### config.mk
export PLATFORM = sky130hd
export DESIGN_NAME = cfg_target
export DESIGN_NICKNAME = d
export VERILOG_FILES = /design/src/rtl/cfg_target_pkg.sv /design/src/rtl/cfg_decode.sv /design/src/rtl/cfg_regbank.sv /design/src/rtl/cfg_seq.sv /design/src/rtl/cfg_target.sv
export SDC_FILE = /design/constraint.sdc
export NUM_CORES = 1
export LEC_CHECK = 0
export CAP_MARGIN = 20
export CORE_MARGIN = 3
export CORE_UTILIZATION = 55
export DETAILED_ROUTE_END_ITERATION = 12
export GPL_TIMING_DRIVEN = 0
export HOLD_SLACK_MARGIN = 0.06
export PLACE_DENSITY_LB_ADDON = 0.3
export SYNTH_ARGS = -nofsm -noshare
export SYNTH_HDL_FRONTEND = slang
export SYNTH_SLANG_ARGS = --single-unit
### constraint.sdc
create_clock -name clk -period 3.7 [get_ports clk]
set_input_delay 0.555 -clock clk [delete_from_list [all_inputs] [get_ports clk]]
set_output_delay 0.555 -clock clk [all_outputs]
set_load 0.005 [all_outputs]
### src/rtl/cfg_target_pkg.sv
package cfg_target_pkg;

  localparam logic [3:0] CMD_CFG_RD = 4'b1010;
  localparam logic [3:0] CMD_CFG_WR = 4'b1011;
  localparam int         IDX_W      = 6;

  typedef enum logic [2:0] {
    ST_IDLE,
    ST_SKIP,
    ST_WAIT,
    ST_DATA,
    ST_HOLD,
    ST_TURN
  } seq_state_t;

  function automatic logic is_cfg_cmd(input logic [3:0] cmd);
    return (cmd == CMD_CFG_RD) || (cmd == CMD_CFG_WR);
  endfunction

  function automatic logic idx_in_bank(input logic [IDX_W-1:0] idx, input int nreg);
    return int'(idx) < nreg;
  endfunction

  function automatic logic idx_is_last(input logic [IDX_W-1:0] idx, input int nreg);
    return int'(idx) == nreg - 1;
  endfunction

  function automatic logic [IDX_W-1:0] idx_step(input logic [IDX_W-1:0] idx);
    return idx + IDX_W'(1);
  endfunction

  function automatic logic [31:0] lane_merge(input logic [31:0] old_w,
                                             input logic [31:0] new_w,
                                             input logic [3:0]  be_n);
    logic [31:0] res;
    res = old_w;
    for (int ln = 0; ln < 4; ln++) begin
      if (!be_n[ln]) res[ln*8 +: 8] = new_w[ln*8 +: 8];
    end
    return res;
  endfunction

endpackage

### src/rtl/cfg_decode.sv
module cfg_decode
  import cfg_target_pkg::*;
#(
  parameter int NREG = 16
) (
  input  logic [IDX_W-1:0] addr_idx,
  input  logic [3:0]       cmd,
  input  logic             sel,
  output logic             hit,
  output logic             hit_wr,
  output logic [IDX_W-1:0] hit_idx
);

  always_comb begin
    hit     = sel && is_cfg_cmd(cmd) && idx_in_bank(addr_idx, NREG);
    hit_wr  = (cmd == CMD_CFG_WR);
    hit_idx = addr_idx;
  end

endmodule

### src/rtl/cfg_regbank.sv
module cfg_regbank
  import cfg_target_pkg::*;
#(
  parameter int NREG = 16
) (
  input  logic             clk,
  input  logic             rst_n,
  input  logic             wr_en,
  input  logic [IDX_W-1:0] idx,
  input  logic [31:0]      wr_data,
  input  logic [3:0]       wr_be_n,
  output logic [31:0]      rd_data
);

  logic [31:0] regs [NREG];

  always_ff @(posedge clk or negedge rst_n) begin
    if (!rst_n) begin
      for (int r = 0; r < NREG; r++) regs[r] <= '0;
    end else if (wr_en) begin
      for (int r = 0; r < NREG; r++) begin
        if (int'(idx) == r) regs[r] <= lane_merge(regs[r], wr_data, wr_be_n);
      end
    end
  end

  always_comb begin
    rd_data = '0;
    for (int r = 0; r < NREG; r++) begin
      if (int'(idx) == r) rd_data = regs[r];
    end
  end

endmodule

### src/rtl/cfg_seq.sv
module cfg_seq
  import cfg_target_pkg::*;
#(
  parameter int NREG = 16
) (
  input  logic             clk,
  input  logic             rst_n,
  input  logic             frame_n,
  input  logic             irdy_n,
  input  logic             hit,
  input  logic             hit_wr,
  input  logic [IDX_W-1:0] hit_idx,
  output logic             devsel_n,
  output logic             trdy_n,
  output logic             stop_n,
  output logic             ctl_oe,
  output logic             ad_oe,
  output logic [IDX_W-1:0] cur_idx,
  output logic             wr_en,
  output logic             phase_done,
  output logic             addr_skip
);

  seq_state_t state;
  logic       is_wr;
  logic       addr_start;
  logic [IDX_W-1:0] idx_nxt;

  always_comb begin
    addr_start = (state == ST_IDLE) && !frame_n;
    addr_skip  = addr_start && !hit;
    phase_done = (state == ST_DATA) && !irdy_n && !trdy_n;
    wr_en      = phase_done && is_wr;
    idx_nxt    = idx_step(cur_idx);
  end

  always_ff @(posedge clk or negedge rst_n) begin
    if (!rst_n) begin
      state    <= ST_IDLE;
      devsel_n <= 1'b1;
      trdy_n   <= 1'b1;
      stop_n   <= 1'b1;
      ctl_oe   <= 1'b0;
      ad_oe    <= 1'b0;
      cur_idx  <= '0;
      is_wr    <= 1'b0;
    end else begin
      unique case (state)
        ST_IDLE: begin
          if (!frame_n) begin
            if (hit) begin
              state    <= ST_WAIT;
              devsel_n <= 1'b0;
              ctl_oe   <= 1'b1;
              cur_idx  <= hit_idx;
              is_wr    <= hit_wr;
            end else begin
              state <= ST_SKIP;
            end
          end
        end
        ST_SKIP: begin
          if (frame_n && irdy_n) state <= ST_IDLE;
        end
        ST_WAIT: begin
          trdy_n <= 1'b0;
          stop_n <= !idx_is_last(cur_idx, NREG);
          ad_oe  <= !is_wr;
          state  <= ST_DATA;
        end
        ST_DATA: begin
          if (phase_done) begin
            if (frame_n) begin
              devsel_n <= 1'b1;
              trdy_n   <= 1'b1;
              stop_n   <= 1'b1;
              ad_oe    <= 1'b0;
              state    <= ST_TURN;
            end else if (!stop_n) begin
              trdy_n <= 1'b1;
              ad_oe  <= 1'b0;
              state  <= ST_HOLD;
            end else begin
              cur_idx <= idx_nxt;
              stop_n  <= !idx_is_last(idx_nxt, NREG);
            end
          end
        end
        ST_HOLD: begin
          if (frame_n) begin
            devsel_n <= 1'b1;
            stop_n   <= 1'b1;
            state    <= ST_TURN;
          end
        end
        ST_TURN: begin
          ctl_oe <= 1'b0;
          state  <= ST_IDLE;
        end
        default: state <= ST_IDLE;
      endcase
    end
  end

endmodule

### src/rtl/cfg_target.sv
module cfg_target
  import cfg_target_pkg::*;
#(
  parameter int NREG = 16
) (
  input  logic        clk,
  input  logic        rst_n,
  input  logic [31:0] ad_in,
  output logic [31:0] ad_out,
  output logic        ad_oe,
  input  logic [3:0]  cbe_n,
  input  logic        frame_n,
  input  logic        irdy_n,
  input  logic        idsel,
  output logic        devsel_n,
  output logic        trdy_n,
  output logic        stop_n,
  output logic        ctl_oe
);

  logic             hit;
  logic             hit_wr;
  logic [IDX_W-1:0] hit_idx;
  logic [IDX_W-1:0] cur_idx;
  logic             wr_en;
  logic             phase_done;
  logic             addr_skip;
  logic [31:0]      rd_data;

  cfg_decode #(.NREG(NREG)) u_dec (
    .addr_idx (ad_in[7:2]),
    .cmd      (cbe_n),
    .sel      (idsel),
    .hit      (hit),
    .hit_wr   (hit_wr),
    .hit_idx  (hit_idx)
  );

  cfg_seq #(.NREG(NREG)) u_seq (
    .clk        (clk),
    .rst_n      (rst_n),
    .frame_n    (frame_n),
    .irdy_n     (irdy_n),
    .hit        (hit),
    .hit_wr     (hit_wr),
    .hit_idx    (hit_idx),
    .devsel_n   (devsel_n),
    .trdy_n     (trdy_n),
    .stop_n     (stop_n),
    .ctl_oe     (ctl_oe),
    .ad_oe      (ad_oe),
    .cur_idx    (cur_idx),
    .wr_en      (wr_en),
    .phase_done (phase_done),
    .addr_skip  (addr_skip)
  );

  cfg_regbank #(.NREG(NREG)) u_bank (
    .clk     (clk),
    .rst_n   (rst_n),
    .wr_en   (wr_en),
    .idx     (cur_idx),
    .wr_data (ad_in),
    .wr_be_n (cbe_n),
    .rd_data (rd_data)
  );

  assign ad_out = ad_oe ? rd_data : '0;

endmodule

# Word-level counts from Yosys, hierarchy flattened
# Cells that the tools add are included.
dict set report totals {
  word_cells 252
  inputBits 41
  regBits 527
  output_inout_bits 37
}
dict set report op_classes {
  addsub 1
  bitwise_logic 5
  reduce_logical 90
  order_cmp 1
  mux 52
  n_eq_ne 31
}
# operator count
set op_table {}
lappend op_table {{32-bit two-way mux} 17}
lappend op_table {{3-bit AND reduction} 68}
lappend op_table {{6-bit by 5-bit equality test with 1-bit output, second input constant} 9}
lappend op_table {{6-bit two-way mux} 5}
lappend op_table {{6-bit by 4-bit equality test with 1-bit output, second input constant} 4}
lappend op_table {{3-bit two-way mux} 6}
lappend op_table {{1-bit two-way mux} 16}
lappend op_table {{3-bit one-hot mux with 5 select lines} 1}
lappend op_table {{6-bit by 3-bit equality test with 1-bit output, second input constant} 2}
lappend op_table {{6-bit one-hot mux with 2 select lines} 1}
lappend op_table {{2-bit != test, second input constant} 5}
lappend op_table {{4-bit equality test, second input constant} 2}
lappend op_table {{6-bit by 1-bit adder with 6-bit output, second input constant} 1}
lappend op_table {{3-bit by 2-bit equality test with 1-bit output, second input constant} 2}
lappend op_table {{3-bit equality test, second input constant} 2}
lappend op_table {{6-bit by 2-bit equality test with 1-bit output, second input constant} 1}
lappend op_table {{1-bit logical AND} 6}
lappend op_table {{6-bit zero test} 1}
lappend op_table {{6-bit by 5-bit less-than comparator with 1-bit output, second input constant} 1}
lappend op_table {{1-bit one-hot mux with 2 select lines} 3}
lappend op_table {{1-bit one-hot mux with 3 select lines} 2}
lappend op_table {{6-bit AND reduction} 1}
lappend op_table {{2-bit nonzero test} 3}
lappend op_table {{3-bit nonzero test} 2}
lappend op_table {{10 further kinds} 19}

# Depth between registers and ports, before layout
dict set report logic_depth {
  depth_word 18
  ltp_mapped 11
  ltp_nobuf 8
}

# By module
# A second synthesis with hierarchy kept.
dict set report unflattened {
  cells_unflattened 1969
  area_unflattened_um2 25778.5
}
# mod area_each_um2 instances cells_each seq_area_each_um2
set by_module_without_submodules {}
lappend by_module_without_submodules {cfg_regbank 24419.7 1 1811 12812.3}
lappend by_module_without_submodules {cfg_seq 1016.0 1 113 379.1}
lappend by_module_without_submodules {cfg_target 255.2 1 35 0.0}
lappend by_module_without_submodules {cfg_decode 87.6 1 10 0.0}

# Least setup slack after synthesis
# Ideal clock, no wire load.
dict set report synth_path {
  kind {flip-flop to output port}
  startpoint {register u_seq.cur_idx[0]}
  endpoint {output ad_out[25]}
  path_stages_with_launch 11
  setup_slack_ps 781
  n_path_buf 2
  t_required_ps 3145
  t_arrival_ps 2364
  cell_sequence {dfrtp_1 -> inv_1 -> ha_1 -> clkbuf_1 -> nor2b_1 -> nor2b_4 -> buf_6 -> a221oi_2 -> or4_1 -> a21o_1 -> a31oi_1}
}
dict set report synth_via {
  elab_chain_cells 18
  elab_cells_between_ends 33
  cone_classes {eq/ne (15); mux (17); reduce/logical (1)}
}
# element line
set synth_lines {}
lappend synth_lines {{from (decl)} cfg_seq.sv:18} ;# output logic [IDX_W-1:0] cur_idx,
lappend synth_lines {{from (signal assigned)} cfg_seq.sv:55} ;# cur_idx <= hit_idx;
lappend synth_lines {{from (signal assigned)} cfg_seq.sv:84} ;# cur_idx <= idx_nxt;
lappend synth_lines {{6-bit zero test} cfg_regbank.sv:30} ;# if (int'(idx) == r) rd_data = regs[r];
lappend synth_lines {{32-bit two-way mux (15 in series)} cfg_regbank.sv:30}
lappend synth_lines {{32-bit two-way mux *} cfg_regbank.sv:30}
lappend synth_lines {{32-bit two-way mux *} cfg_target.sv:68} ;# assign ad_out = ad_oe ? rd_data : '0;
lappend synth_lines {{to (decl)} cfg_target.sv:9} ;# output logic [31:0] ad_out,
# Every way passes the cells marked *; elsewhere a longest branch is shown, timed or not.

# Final worst setup path
dict set report layout_path {
  startpoint {register u_seq.cur_idx[5]}
  endpoint {output ad_out[25]}
}
# The elaborated chain is that of the path after synthesis.

==> summary.md <==
| Metric | Value |
|---|---|
| Syn avg cell area | `12.3 um^2` |
| Total GRT Usage | `0.422` |
| Fraction of met1 tracks used by global routing | `0.543` |
| DRT Pass-1 Iters | `6` |
| Yosys warning total | `0` |
| Met3 Use GR | `0.154` |
| PortBufs | `76` |
| Yosys cell types | `77` |
| Share of post-route cells with drive strength above 1 | `0.445` |
| CP required | `between 3000 and 4000 ps` |
| # DRC | `0` |
| Most used DFF post-synth | `dfrtp_1` |
| Maximum clock path buffer count | `3` |
| R2R depth | `7` |
| Final nets | `approximately 2,400` |
| Crit path cell chain | `buf_12 -> or4b_4 -> nor2_4 -> a311oi_1 -> a2111oi_0 -> a21o_1 -> a31oi_1 -> buf_2` |
| Cell count after placement | `around 2,700` |
| Crit path capture type | `output pin` |
| Non-filler cells, final | `between 2,000 and 3,000` |
| Die W | `217 um` |
| Global routing's busiest layer | `met2` |
| CTS tree | `built` |
| WS Path Type | `flip-flop to output pin` |
| Failing checks | `negative setup slack` |
| Pleak | `about 15 nW` |
| WL final | `about 100,000 um` |
| Pwr Total | `about 20 mW` |
| Initial Util | `0.564` |
| Clock Skews | `around 16 ps` |
| Cts bufs inserted | `54` |
| Arr. time, crit path | `approximately 3300 ps` |
| Hold path depth | `1` |
| Mapped Area | `between 20,000 and 25,000 um^2` |
| Clock sink total | `approximately 530` |
| Largest net degree at the start of global routing | `~130` |
| Gate Count Post-Synth | `between 2,000 and 2,500` |
| Flops & latches, synth | `between 500 and 600` |
| Gr ovfl total | `0` |
| Vias per inst | `roughly 7.1` |
| Largest area contributor in the netlist | `dfrtp_1` |
| Area growth from synthesis to layout | `28.2%` |
| Worst Hold Class | `flip-flop to flip-flop` |
| Clock slew at reported path FFs | `about 60 ps` |
| CP max FO | `10` |
| Seq/Total Area, Yosys | `0.536` |
| Period utilisation layout | `1.03` |
| Ys async rst share | `1.00` |
| Syn Nets | `2,052` |
| Global-route wire length before repair | `~140,000 um` |
| Final Hold Viols | `0` |
| Crit start category | `flip-flop` |
| Root Buffer | `clkbuf_16` |
| Vias | `roughly 21,000` |
| Highest Clock Rate | `between 0.2 and 0.3 GHz` |
| Die H | `between 200 and 250 um` |
| Initial antenna violation count | `3` |
| Worst-Margin Slew | `about 1100 ps` |
| Vias in the first global route | `between 20,000 and 25,000` |
| Setup ws final | `-106 ps` |
| Commonest non-fill, non-tap cell in the layout | `dfrtp_1` |
| Fill cells | `between 2,000 and 3,000` |
| RSZ-0062 raised after global routing | `yes` |
| Placer Congestion | `0.999` |
| Fin. max-slew vios | `0` |
| Pwr/cell area | `around 640 nW/um^2` |
| H-tree levels | `2` |
| IO Count | `a little under 80` |
| Max-cap violation count | `0` |
| Worst VDD drop | `roughly 0.43 mV` |
| Top cells by area, synth | `dfrtp_1, mux2_2, a221oi_1` |
| Post-route design area | `approximately 32,000 um^2` |
| Worst-skew pair later-pin latency | `about 630 ps` |
| Dpl cell area | `between 20,000 and 30,000 um^2` |
| Status | `complete, but fails checks` |
| DRT antenna net count | `0` |
| Met2 Track Usage GR | `0.604` |
| Max stage delay on crit path | `approximately 630 ps` |
| Row Count | `76` |
| Yosys top cell area share | `0.533` |
| Slowest cell on the critical path | `or4b_4` |
| Initial DRC Count | `roughly 2,900` |
| Area of the die | `~47,000 um^2` |
| Most frequent cells in the layout | `dfrtp_1, mux2_2, buf_4, nand2_1, nor2_1` |
| DP Wirelength | `between 60,000 and 70,000 um` |
| Slew headroom | `0.260` |
| Core area | `between 40,000 and 50,000 um^2` |
| Number of synthesized flops with an enable pin | `0` |
| # setup viols final | `17` |
| Min cycle time layout | `approximately 3800 ps` |
| Routed WL per cell | `~34 um` |
[final cells by class]
| cell class | count | area, um^2 | area share |
|---|---|---|---|
| sequential | 527 | 13200 | 0.418 |
| clock inverter | 9 | 75.1 | 0.00238 |
| timing repair buffer | 266 | 2700 | 0.0857 |
| antenna | 4 | 10.0 | 0.000317 |
| multi-input combinational | 1343 | 11900 | 0.377 |
| inverter | 8 | 36.3 | 0.00115 |
| clock buffer | 87 | 1650 | 0.0523 |
| buffer | 119 | 1260 | 0.0398 |
| tap | 585 | 732 | 0.0232 |
[synthesized netlist by cell type, drive strengths merged (6+ instances only)]
library cell,number
nand2b,9
o221ai,16
mux2,512
a2111oi,6
a21oi,47
dfrtp,524
o2111ai,10
o22ai,41
o211ai,16
nand2,137
o32ai,6
nor2,114
buf,50
a22o,9
nor3,31
a22oi,37
clkbuf,78
inv,8
or3,7
and3,12
a221oi,81
a31oi,11
nand3,45
o21ai,93
[where the power goes]
group          leakage (nW)  internal [mW]  switching [mW]
combinational          7.08           3.43            5.32
clock                 0.842           3.10            2.34
sequential             7.33           5.82          0.0714
[per-layer routing]
| metal | share of wire | vias up | wire length, um |
|---|---|---|---|
| li1 | - | 8231 | - |
| met1 | 0.36 | 10700 | 36700 |
| met2 | 0.42 | 1636 | 42500 |
| met3 | 0.14 | 427 | 13800 |
| met4 | 0.081 | 4 | 8190 |
| met5 | 0.00028 | - | 28 |
[repair_timing]
action	CTS	global route
endpoints found under the setup margin	134	32
gates cloned	4	3
endpoints found under the hold margin	77	0
buffers inserted	128	36
pin swaps	89	64
hold buffers	1	0
gates resized for setup	499	115
[cells by family after synthesis]
group / count (synthesis) / share of synthesized area
fa+ha+maj: 5 / 0.00254
simple gates: 394 / 0.0771
flops: 527 / 0.536
buf+inv: 136 / 0.0239
mux: 512 / 0.234
xor+xnor: 2 / 0.000712
compound gates: 430 / 0.125
[stage by stage]
step                      utilization  hold slack [ps]  setup TNS (ps)  worst slack (ps)
after floorplan                     -              259               0               781
after global placement          0.598              467               -            -20490
after detailed placement        0.605              476          -45420             -1310
after CTS                       0.704              493            -319             -93.5
after global routing            0.722              504           -1260              -121
final                           0.722              490            -472              -106
[flip-flops by register name, indices dropped and copies added (netlist names)]
signal and flops:
u_seq.devsel_n 1, u_seq.stop_n 1, u_seq.is_wr 1, u_bank.regs 512
u_seq.ctl_oe 1, u_seq.state 3, u_seq.cur_idx 6, u_seq.ad_oe 1
u_seq.trdy_n 1
[path summary, 6_finish.rpt]
kind | start | to | slack, ps
worst min register to register | u_bank.regs[497] | u_bank.regs[497] | 490
max in group asynchronous | rst_n | u_bank.regs[17] | 1160
worst max register to register | u_seq.state[2] | u_bank.regs[304] | 450
min in group asynchronous | rst_n | u_bank.regs[133] | 530
worst min-delay path | u_bank.regs[497] | u_bank.regs[497] | 490
worst max-delay path | u_seq.cur_idx[5] | ad_out[25] | -110
[worst max-delay path: cells and delay by family (launching register included)]
family	cells	cell delay [ps]
and+or+nand+nor	2	1050
AOI/OAI and AO/OA	4	810
DFF	1	470
buffers and inverters	2	320
Power figures use the tool's default switching activity.
